File: src/rtl/toggle_pipe_pkg.sv
package toggle_pipe_pkg;

  // Behavioural Muller C-element: follow the inputs when they agree, else hold.
  function automatic logic c_elem_next(input logic a, input logic b, input logic q);
    return (a == b) ? a : q;
  endfunction

endpackage

File: src/rtl/tp_celem.sv
module tp_celem
  import toggle_pipe_pkg::*;
(
  input  logic clk,
  input  logic rst,
  input  logic a,
  input  logic b,
  output logic q,
  output logic flip
);

  logic q_nxt;

  assign q_nxt = c_elem_next(a, b, q);
  assign flip  = (q_nxt != q);

  always_ff @(posedge clk) begin
    if (rst) q <= 1'b0;
    else     q <= q_nxt;
  end

endmodule

File: src/rtl/tp_stage.sv
module tp_stage #(
  parameter int WIDTH = 8
) (
  input  logic             clk,
  input  logic             rst,
  input  logic             fwd_req,
  input  logic             bwd_ack,
  input  logic [WIDTH-1:0] d_in,
  output logic             ctl_q,
  output logic [WIDTH-1:0] d_q
);

  logic ack_n;
  logic flip;

  assign ack_n = ~bwd_ack;

  tp_celem u_celem (
    .clk  (clk),
    .rst  (rst),
    .a    (fwd_req),
    .b    (ack_n),
    .q    (ctl_q),
    .flip (flip)
  );

  // Data register loads on the edge where the control bit flips.
  always_ff @(posedge clk) begin
    if (rst)       d_q <= '0;
    else if (flip) d_q <= d_in;
  end

  AST_CTL_STEP: assert property (@(posedge clk) disable iff (rst)
    !$stable(ctl_q) |-> ($past(fwd_req != bwd_ack) && (ctl_q == $past(fwd_req))))
    else $error("control bit moved while its inputs disagreed");

  AST_DATA_WITH_CTL: assert property (@(posedge clk) disable iff (rst)
    !$stable(d_q) |-> !$stable(ctl_q))
    else $error("data register changed without a control flip");

endmodule

File: src/rtl/toggle_pipe_fifo.sv
module toggle_pipe_fifo #(
  parameter int DEPTH = 4,
  parameter int WIDTH = 8
) (
  input  logic             clk,
  input  logic             rst,
  input  logic             in_req,
  input  logic [WIDTH-1:0] in_data,
  output logic             in_ack,
  output logic             out_req,
  output logic [WIDTH-1:0] out_data,
  input  logic             out_ack,
  output logic [DEPTH-1:0] stage_state
);

  localparam int LAST = DEPTH - 1;

  logic [DEPTH-1:0] ctl;
  logic [DEPTH-1:0] fwd;
  logic [DEPTH-1:0] bwd;
  logic [WIDTH-1:0] dreg [DEPTH];

  // Request into stage i comes from behind, acknowledge from the stage ahead.
  assign fwd = {ctl[LAST-1:0], in_req};
  assign bwd = {out_ack, ctl[LAST:1]};

  generate
    for (genvar i = 0; i < DEPTH; i++) begin : g_stage
      if (i == 0) begin : g_head
        tp_stage #(.WIDTH(WIDTH)) u_stage (
          .clk     (clk),
          .rst     (rst),
          .fwd_req (fwd[i]),
          .bwd_ack (bwd[i]),
          .d_in    (in_data),
          .ctl_q   (ctl[i]),
          .d_q     (dreg[i])
        );
      end else begin : g_body
        tp_stage #(.WIDTH(WIDTH)) u_stage (
          .clk     (clk),
          .rst     (rst),
          .fwd_req (fwd[i]),
          .bwd_ack (bwd[i]),
          .d_in    (dreg[i-1]),
          .ctl_q   (ctl[i]),
          .d_q     (dreg[i])
        );
      end
    end
  endgenerate

  assign in_ack      = ctl[0];
  assign out_req     = ctl[LAST];
  assign out_data    = dreg[LAST];
  assign stage_state = ctl;

  // Fill level read from the control pattern, used by the checks below.
  logic pipe_empty;
  logic pipe_full;
  assign pipe_empty = (ctl == {DEPTH{out_ack}});
  assign pipe_full  = (&(ctl[LAST:1] ^ ctl[LAST-1:0])) && (ctl[LAST] != out_ack);

  AST_RST_EMPTY: assert property (@(posedge clk)
    rst |=> (stage_state == '0 && !in_ack && !out_req && out_data == '0))
    else $error("reset did not empty the pipe");

  AST_IN_ACK_EVENT: assert property (@(posedge clk) disable iff (rst)
    !$stable(in_ack) |-> $past(in_req != in_ack))
    else $error("input acknowledge without a pending request");

  AST_OUT_REQ_EVENT: assert property (@(posedge clk) disable iff (rst)
    !$stable(out_req) |-> $past(out_req == out_ack))
    else $error("output request before the previous word was released");

  AST_OUT_HOLD: assert property (@(posedge clk) disable iff (rst)
    (out_req != out_ack) |=> $stable(out_data))
    else $error("presented word changed before release");

  AST_EMPTY_IDLE: assert property (@(posedge clk) disable iff (rst)
    (pipe_empty && in_req == in_ack) |=> $stable(stage_state))
    else $error("idle empty pipe changed state");

  AST_FULL_STALL: assert property (@(posedge clk) disable iff (rst)
    (pipe_full && in_req != in_ack) |=> $stable(in_ack))
    else $error("full pipe accepted a word");

  generate
    for (genvar j = 1; j < DEPTH; j++) begin : g_adj_chk
      AST_NO_ADJ_FIRE: assert property (@(posedge clk) disable iff (rst)
        !(!$stable(ctl[j]) && !$stable(ctl[j-1])))
        else $error("neighbouring stages flipped together");
    end
  endgenerate

endmodule

File: config.mk
export PLATFORM = sky130hd
export DESIGN_NAME = toggle_pipe_fifo
export DESIGN_NICKNAME = d
export VERILOG_FILES = /design/src/rtl/toggle_pipe_pkg.sv /design/src/rtl/tp_celem.sv /design/src/rtl/tp_stage.sv /design/src/rtl/toggle_pipe_fifo.sv
export SDC_FILE = /design/constraint.sdc
export NUM_CORES = 1
export LEC_CHECK = 0
export BUFFER_PORTS_ARGS = -buffer_cell sky130_fd_sc_hd__buf_2
export CAP_MARGIN = 10
export CORE_ASPECT_RATIO = 2
export CORE_UTILIZATION = 50
export DETAILED_ROUTE_END_ITERATION = 12
export GPL_TIMING_DRIVEN = 0
export HOLD_SLACK_MARGIN = 0.1
export PLACE_DENSITY_LB_ADDON = 0.3
export SYNTH_ARGS = -nofsm -noshare
export SYNTH_HDL_FRONTEND = slang
export SYNTH_SLANG_ARGS = --single-unit
File: constraint.sdc
create_clock -name clk -period 1.2 [get_ports clk]
set_input_delay 0.12 -clock clk [delete_from_list [all_inputs] [get_ports clk]]
set_output_delay 0.12 -clock clk [all_outputs]
set_load 0.03 [all_outputs]
After elaboration in Yosys (flattened, before gate mapping)
Cells that the tools add are included.

storage, ports and cells
  bits in registers = 36
  bits in latches = 0
  RAM bits = 0
  bits in read-only memories = 0
  bits of input ports = 12
  output and inout port bits = 14
  memories = 0

cells by class
  $add $sub $neg = 0
  multipliers = 0
  divide/modulo/power cells = 0
  $lt $le $gt $ge = 0
  equality and inequality tests = 8
  shift-type cells = 0
  muxes and demuxes = 4
  bitwise gates (word level) = 4
  reduce and logical (&&, ||, !) cells = 0

operators with widths
  operator    count
  $eq 1x1->1  4
  $mux 1      4
  $ne 1x1->1  4
  $not 1->1   4

Depth between registers and ports, before layout
  depth in word-level cells = 4
  depth in mapped cells = 5

Modules after synthesis
A second synthesis with hierarchy kept.

unflattened totals
  cell total of the unflattened synthesis = 138
  area total of the unflattened synthesis = 1371.3 µm²

by module, submodules not included
  module            instances  cells each  area an instance (µm²)  seq. area each (µm²)
  tp_stage          4          27          289.0                   160.2
  tp_celem          4          7           50.0                    20.0
  toggle_pipe_fifo  1          2           15.0                    0.0

Least setup slack after synthesis
OpenSTA, ideal clock, no wires.

  path type = reg-to-reg
  start point = register g_stage[3].g_body.u_stage.u_celem.q
  end point = register g_stage[2].g_body.u_stage.d_q[0]
  setup time = 0.072 ns
  arrival = 1.277 ns
  data required time = 1.128 ns
  slack = -0.149 ns
  cell stages (with the launch flop) = 5
  path buffers = 1
  clock period less this slack = 1.349 ns
  cell sequence = dfxtp_1 nand2b_4 o21a_1 buf_4 mux2i_1

between the ends
  longest elaborated chain between the ends = 4

RTL lines
  what                    RTL line              source
  start, declared         tp_celem.sv:8         output logic q,
  start signal, assigned  tp_celem.sv:19        else q <= q_nxt;
  $not 1->1               tp_stage.sv:16        assign ack_n = ~bwd_ack;
  $eq 1x1->1              toggle_pipe_pkg.sv:5  return (a == b) ? a : q;
  $mux 1                  toggle_pipe_pkg.sv:5
  $ne 1x1->1              tp_celem.sv:15        assign flip = (q_nxt != q);
  end signal, assigned    tp_stage.sv:30        else if (flip) d_q <= d_in;
  end, declared           tp_stage.sv:10        output logic [WIDTH-1:0] d_q

Every way passes these cells.
A chain may end at the register's enable or synchronous reset.

Final worst setup path
  start point = register g_stage[1].g_body.u_stage.u_celem.q
  end point = register g_stage[0].g_head.u_stage.d_q[0]

between the ends
  longest elaborated chain between the ends = 4

RTL lines
  what                    RTL line
  start, declared         tp_celem.sv:8
  start signal, assigned  tp_celem.sv:19
  $not 1->1               tp_stage.sv:16
  $eq 1x1->1              toggle_pipe_pkg.sv:5
  $mux 1                  toggle_pipe_pkg.sv:5
  $ne 1x1->1              tp_celem.sv:15
  end signal, assigned    tp_stage.sv:30
  end, declared           tp_stage.sv:10

Every way passes these cells.

==> flow_summary.ini <==
[place]
port_buffers = 25
gp_congestion = 0.7482
dp_worst_setup_slack_ps = -96.76
dp_hpwl_um = 2224

[cts]
cts_tree = done
numClockSinks = 36
clk_pin_slew_ps = 70
clock_latency_ps = 280
root_buffer = clkbuf_8
numCtsBuffers = 5
cts_max_level = 2
ctsLongestPathBuffers = 2

[yosys]
synth.distinct_cells = 20
synth_nets = 165
synth_fa_ha_area_share_pct = 0
synth-simple-area-share_pct = 21.56
syn_area_per_cell_um2 = 10.77
synth-seq-cells = 36
synth_mux_area_share_pct = 19.44
synth-xor-area-share_pct = 0
netlist_area_um2 = 1648
synth_compound_area_share_pct = 6.834
ys_seq_area_share_pct = 43.74
synth_top_family_by_area = simple AND/OR/NAND/NOR gates
yosys_warnings = 0
synth_cells = 153

[timing]
min_period_over_period_pct = 98.30
relSlewSlack_pct = 73.26
rsz0062_at_grt = yes
setup_viol = 0
slew_viol_final = 0
final.min_clock_period_ps = 1180
fmax_ghz = 0.8478
finClkSkew_ps = 6.840
worst_pin_slew_ps = 401.1
finalHoldViolations = 0
setup_slack_ps = 20.45

[global_routing]
grt_util_all_layers_pct = 19.59
grt_overflow = 0
grt_pass1_wl_um = 5181
grt_pass1_vias = 1218
grt_max_degree = 11
antenna_found_initial = 0

[hold_path]
hp-class = in2reg

[worst_setup_path]
crit_fanout = 7
crit_arrival_ps = 1380
required_ps = 1400
critPathMaxStageDelay_ps = 360
worstSetupEndpointType = register
worstSetupPathType = reg2reg
slowest_stage = dfxtp_4
worstPathCellList = buf_6 > buf_12 > o21ai_4 > mux2i_1
critPathLaunchType = register

[floorplan]
start_util_pct = 52.20
dieArea_um2 = 3543
io_pins = 26
coreArea_um2 = 3157
fp.dieW_um = 42.60
die_h_um = 83.19
fp-row-count = 29

[final_layout]
final_cell_mix = nand2b_1 (41), mux2i_1 (32), dfxtp_1 (32), buf_2 (25), buf_4 (15)
multi_input_area_um2 = 803.3
regArea_um2 = 733.2
final_util_pct = 65.44
final_common_cell = nand2b_1
diodes = 0
nFillCells = 270
syn_to_final_growth_pct = 25.36
drive_gt1_share_pct = 33.84
final_nets = 210

[power_and_ir_drop]
power.density_nw_per_um2 = 1304
peakVddDrop_v = 0.0007508
p_leak_nw = 1.003

[detailed_routing]
postRouteAntennaNets = 0
post_drt_via_cell_ratio = 5.061
drc = 0
firstDrtPassIters = 4
wire_per_inst_um = 13.70
drt_iter0_markers = 13
vias = 1159
drt-total-wl_um = 3138

[status]
status = complete, no violations

[flow_run]
drv_cap = 0
==> power breakdown <==
| part | internal [mW] | switching, mW | total, mW | leakage [nW] |
|---|---|---|---|---|
| logic | 0.331 | 0.279 | 0.610 | 0.668 |
| registers | 1.25 | 0.0408 | 1.30 | 0.294 |
| clock network | 0.394 | 0.395 | 0.789 | 0.0410 |
| total | 1.98 | 0.715 | 2.69 | 1.00 |
==> worst max-delay path: cells and delay by family (launching register included) <==
kind	cells	cell delay, ps
mux	1	230
compound gates	1	260
flops	1	360
buf+inv	2	250
==> per-stage QoR <==
stage / hold WS [ps] / power, mW / setup TNS [ps] / cells / area, µm²
after floorplan: 261.5 / 1.708 / 0 / 153 / 1650
after global placement: 379.4 / 1.789 / -322.2 / 209 / 1814
after detailed placement: 393.7 / 1.809 / -1045 / 209 / 1814
after CTS: 106.7 / 2.675 / 0 / 226 / 2009
after global routing: 124.6 / 2.819 / -156.0 / 229 / 2066
final: 114.1 / 2.695 / 0 / 229 / 2066
==> flip-flops by register name, indices dropped and copies added, names as in the netlist <==
signal	count
g_stage.g_body.u_stage.d_q	24
g_stage.g_head.u_stage.d_q	8
g_stage.g_body.u_stage.u_celem.q	3
g_stage.g_head.u_stage.u_celem.q	1
==> metal layers <==
layer	wire, µm	global-route usage (%)	up-vias
met5	0	0	-
met1	1081	17.36	550
met2	1938	38.46	22
li1	-	-	583
met3	79	4.348	4
met4	39	9.091	0
==> synth_stat cells, drive strengths merged <==
cell | instances | area [µm²]
a21oi | 6 | 52.55
and2b | 1 | 7.510
buf | 15 | 120.1
clkbuf | 4 | 15.01
dfxtp | 36 | 720.7
inv | 1 | 3.750
mux2i | 32 | 320.3
nand2 | 3 | 11.26
nand2b | 42 | 270.3
nand3b | 2 | 27.53
nor2b | 1 | 13.76
nor3b | 2 | 25.02
o21a | 2 | 15.01
o21ai | 3 | 22.52
o21bai | 3 | 22.52
==> cell families (layout without fill, tap and decap cells) <==
group | count (synthesis) | count (layout)
muxes | 32 | 32
DFF | 36 | 36
AOI/OAI and AO/OA | 14 | 14
buffers and inverters | 20 | 65
and+or+nand+nor | 51 | 51
==> cell type report <==
class | count | area share [%]
Clock buffer | 6 | 3.513
Inverter | 1 | 0.1817
Multi-Input combinational cell | 97 | 38.89
Tap cell | 31 | 1.878
Sequential cell | 36 | 35.49
Timing Repair Buffer | 38 | 13.08
Clock inverter | 1 | 0.2423
Buffer | 19 | 6.723
==> worst paths after layout <==
check	cells after the start	slack, ps	to	startpoint
hold reg to reg	2	480	g_stage[3].g_body.u_stage.d_q[3]	g_stage[3].g_body.u_stage.d_q[3]
setup / recovery	4	20	g_stage[0].g_head.u_stage.d_q[0]	g_stage[1].g_body.u_stage.u_celem.q
hold / removal	3	110	g_stage[0].g_head.u_stage.d_q[0]	in_data[0]
setup reg to reg	4	20	g_stage[0].g_head.u_stage.d_q[0]	g_stage[1].g_body.u_stage.u_celem.q
==> timing repair <==
action | in CTS | in global routing
setup endpoints to repair | 25 | 29
hold buffers | 6 | 0
endpoints found under the hold margin | 6 | 0
pin swaps | 1 | 0
gates resized for setup | 3 | 8
setup buffers | 4 | 3
cloned | 0 | 1
No activity file was read; power rests on OpenSTA's default activity.
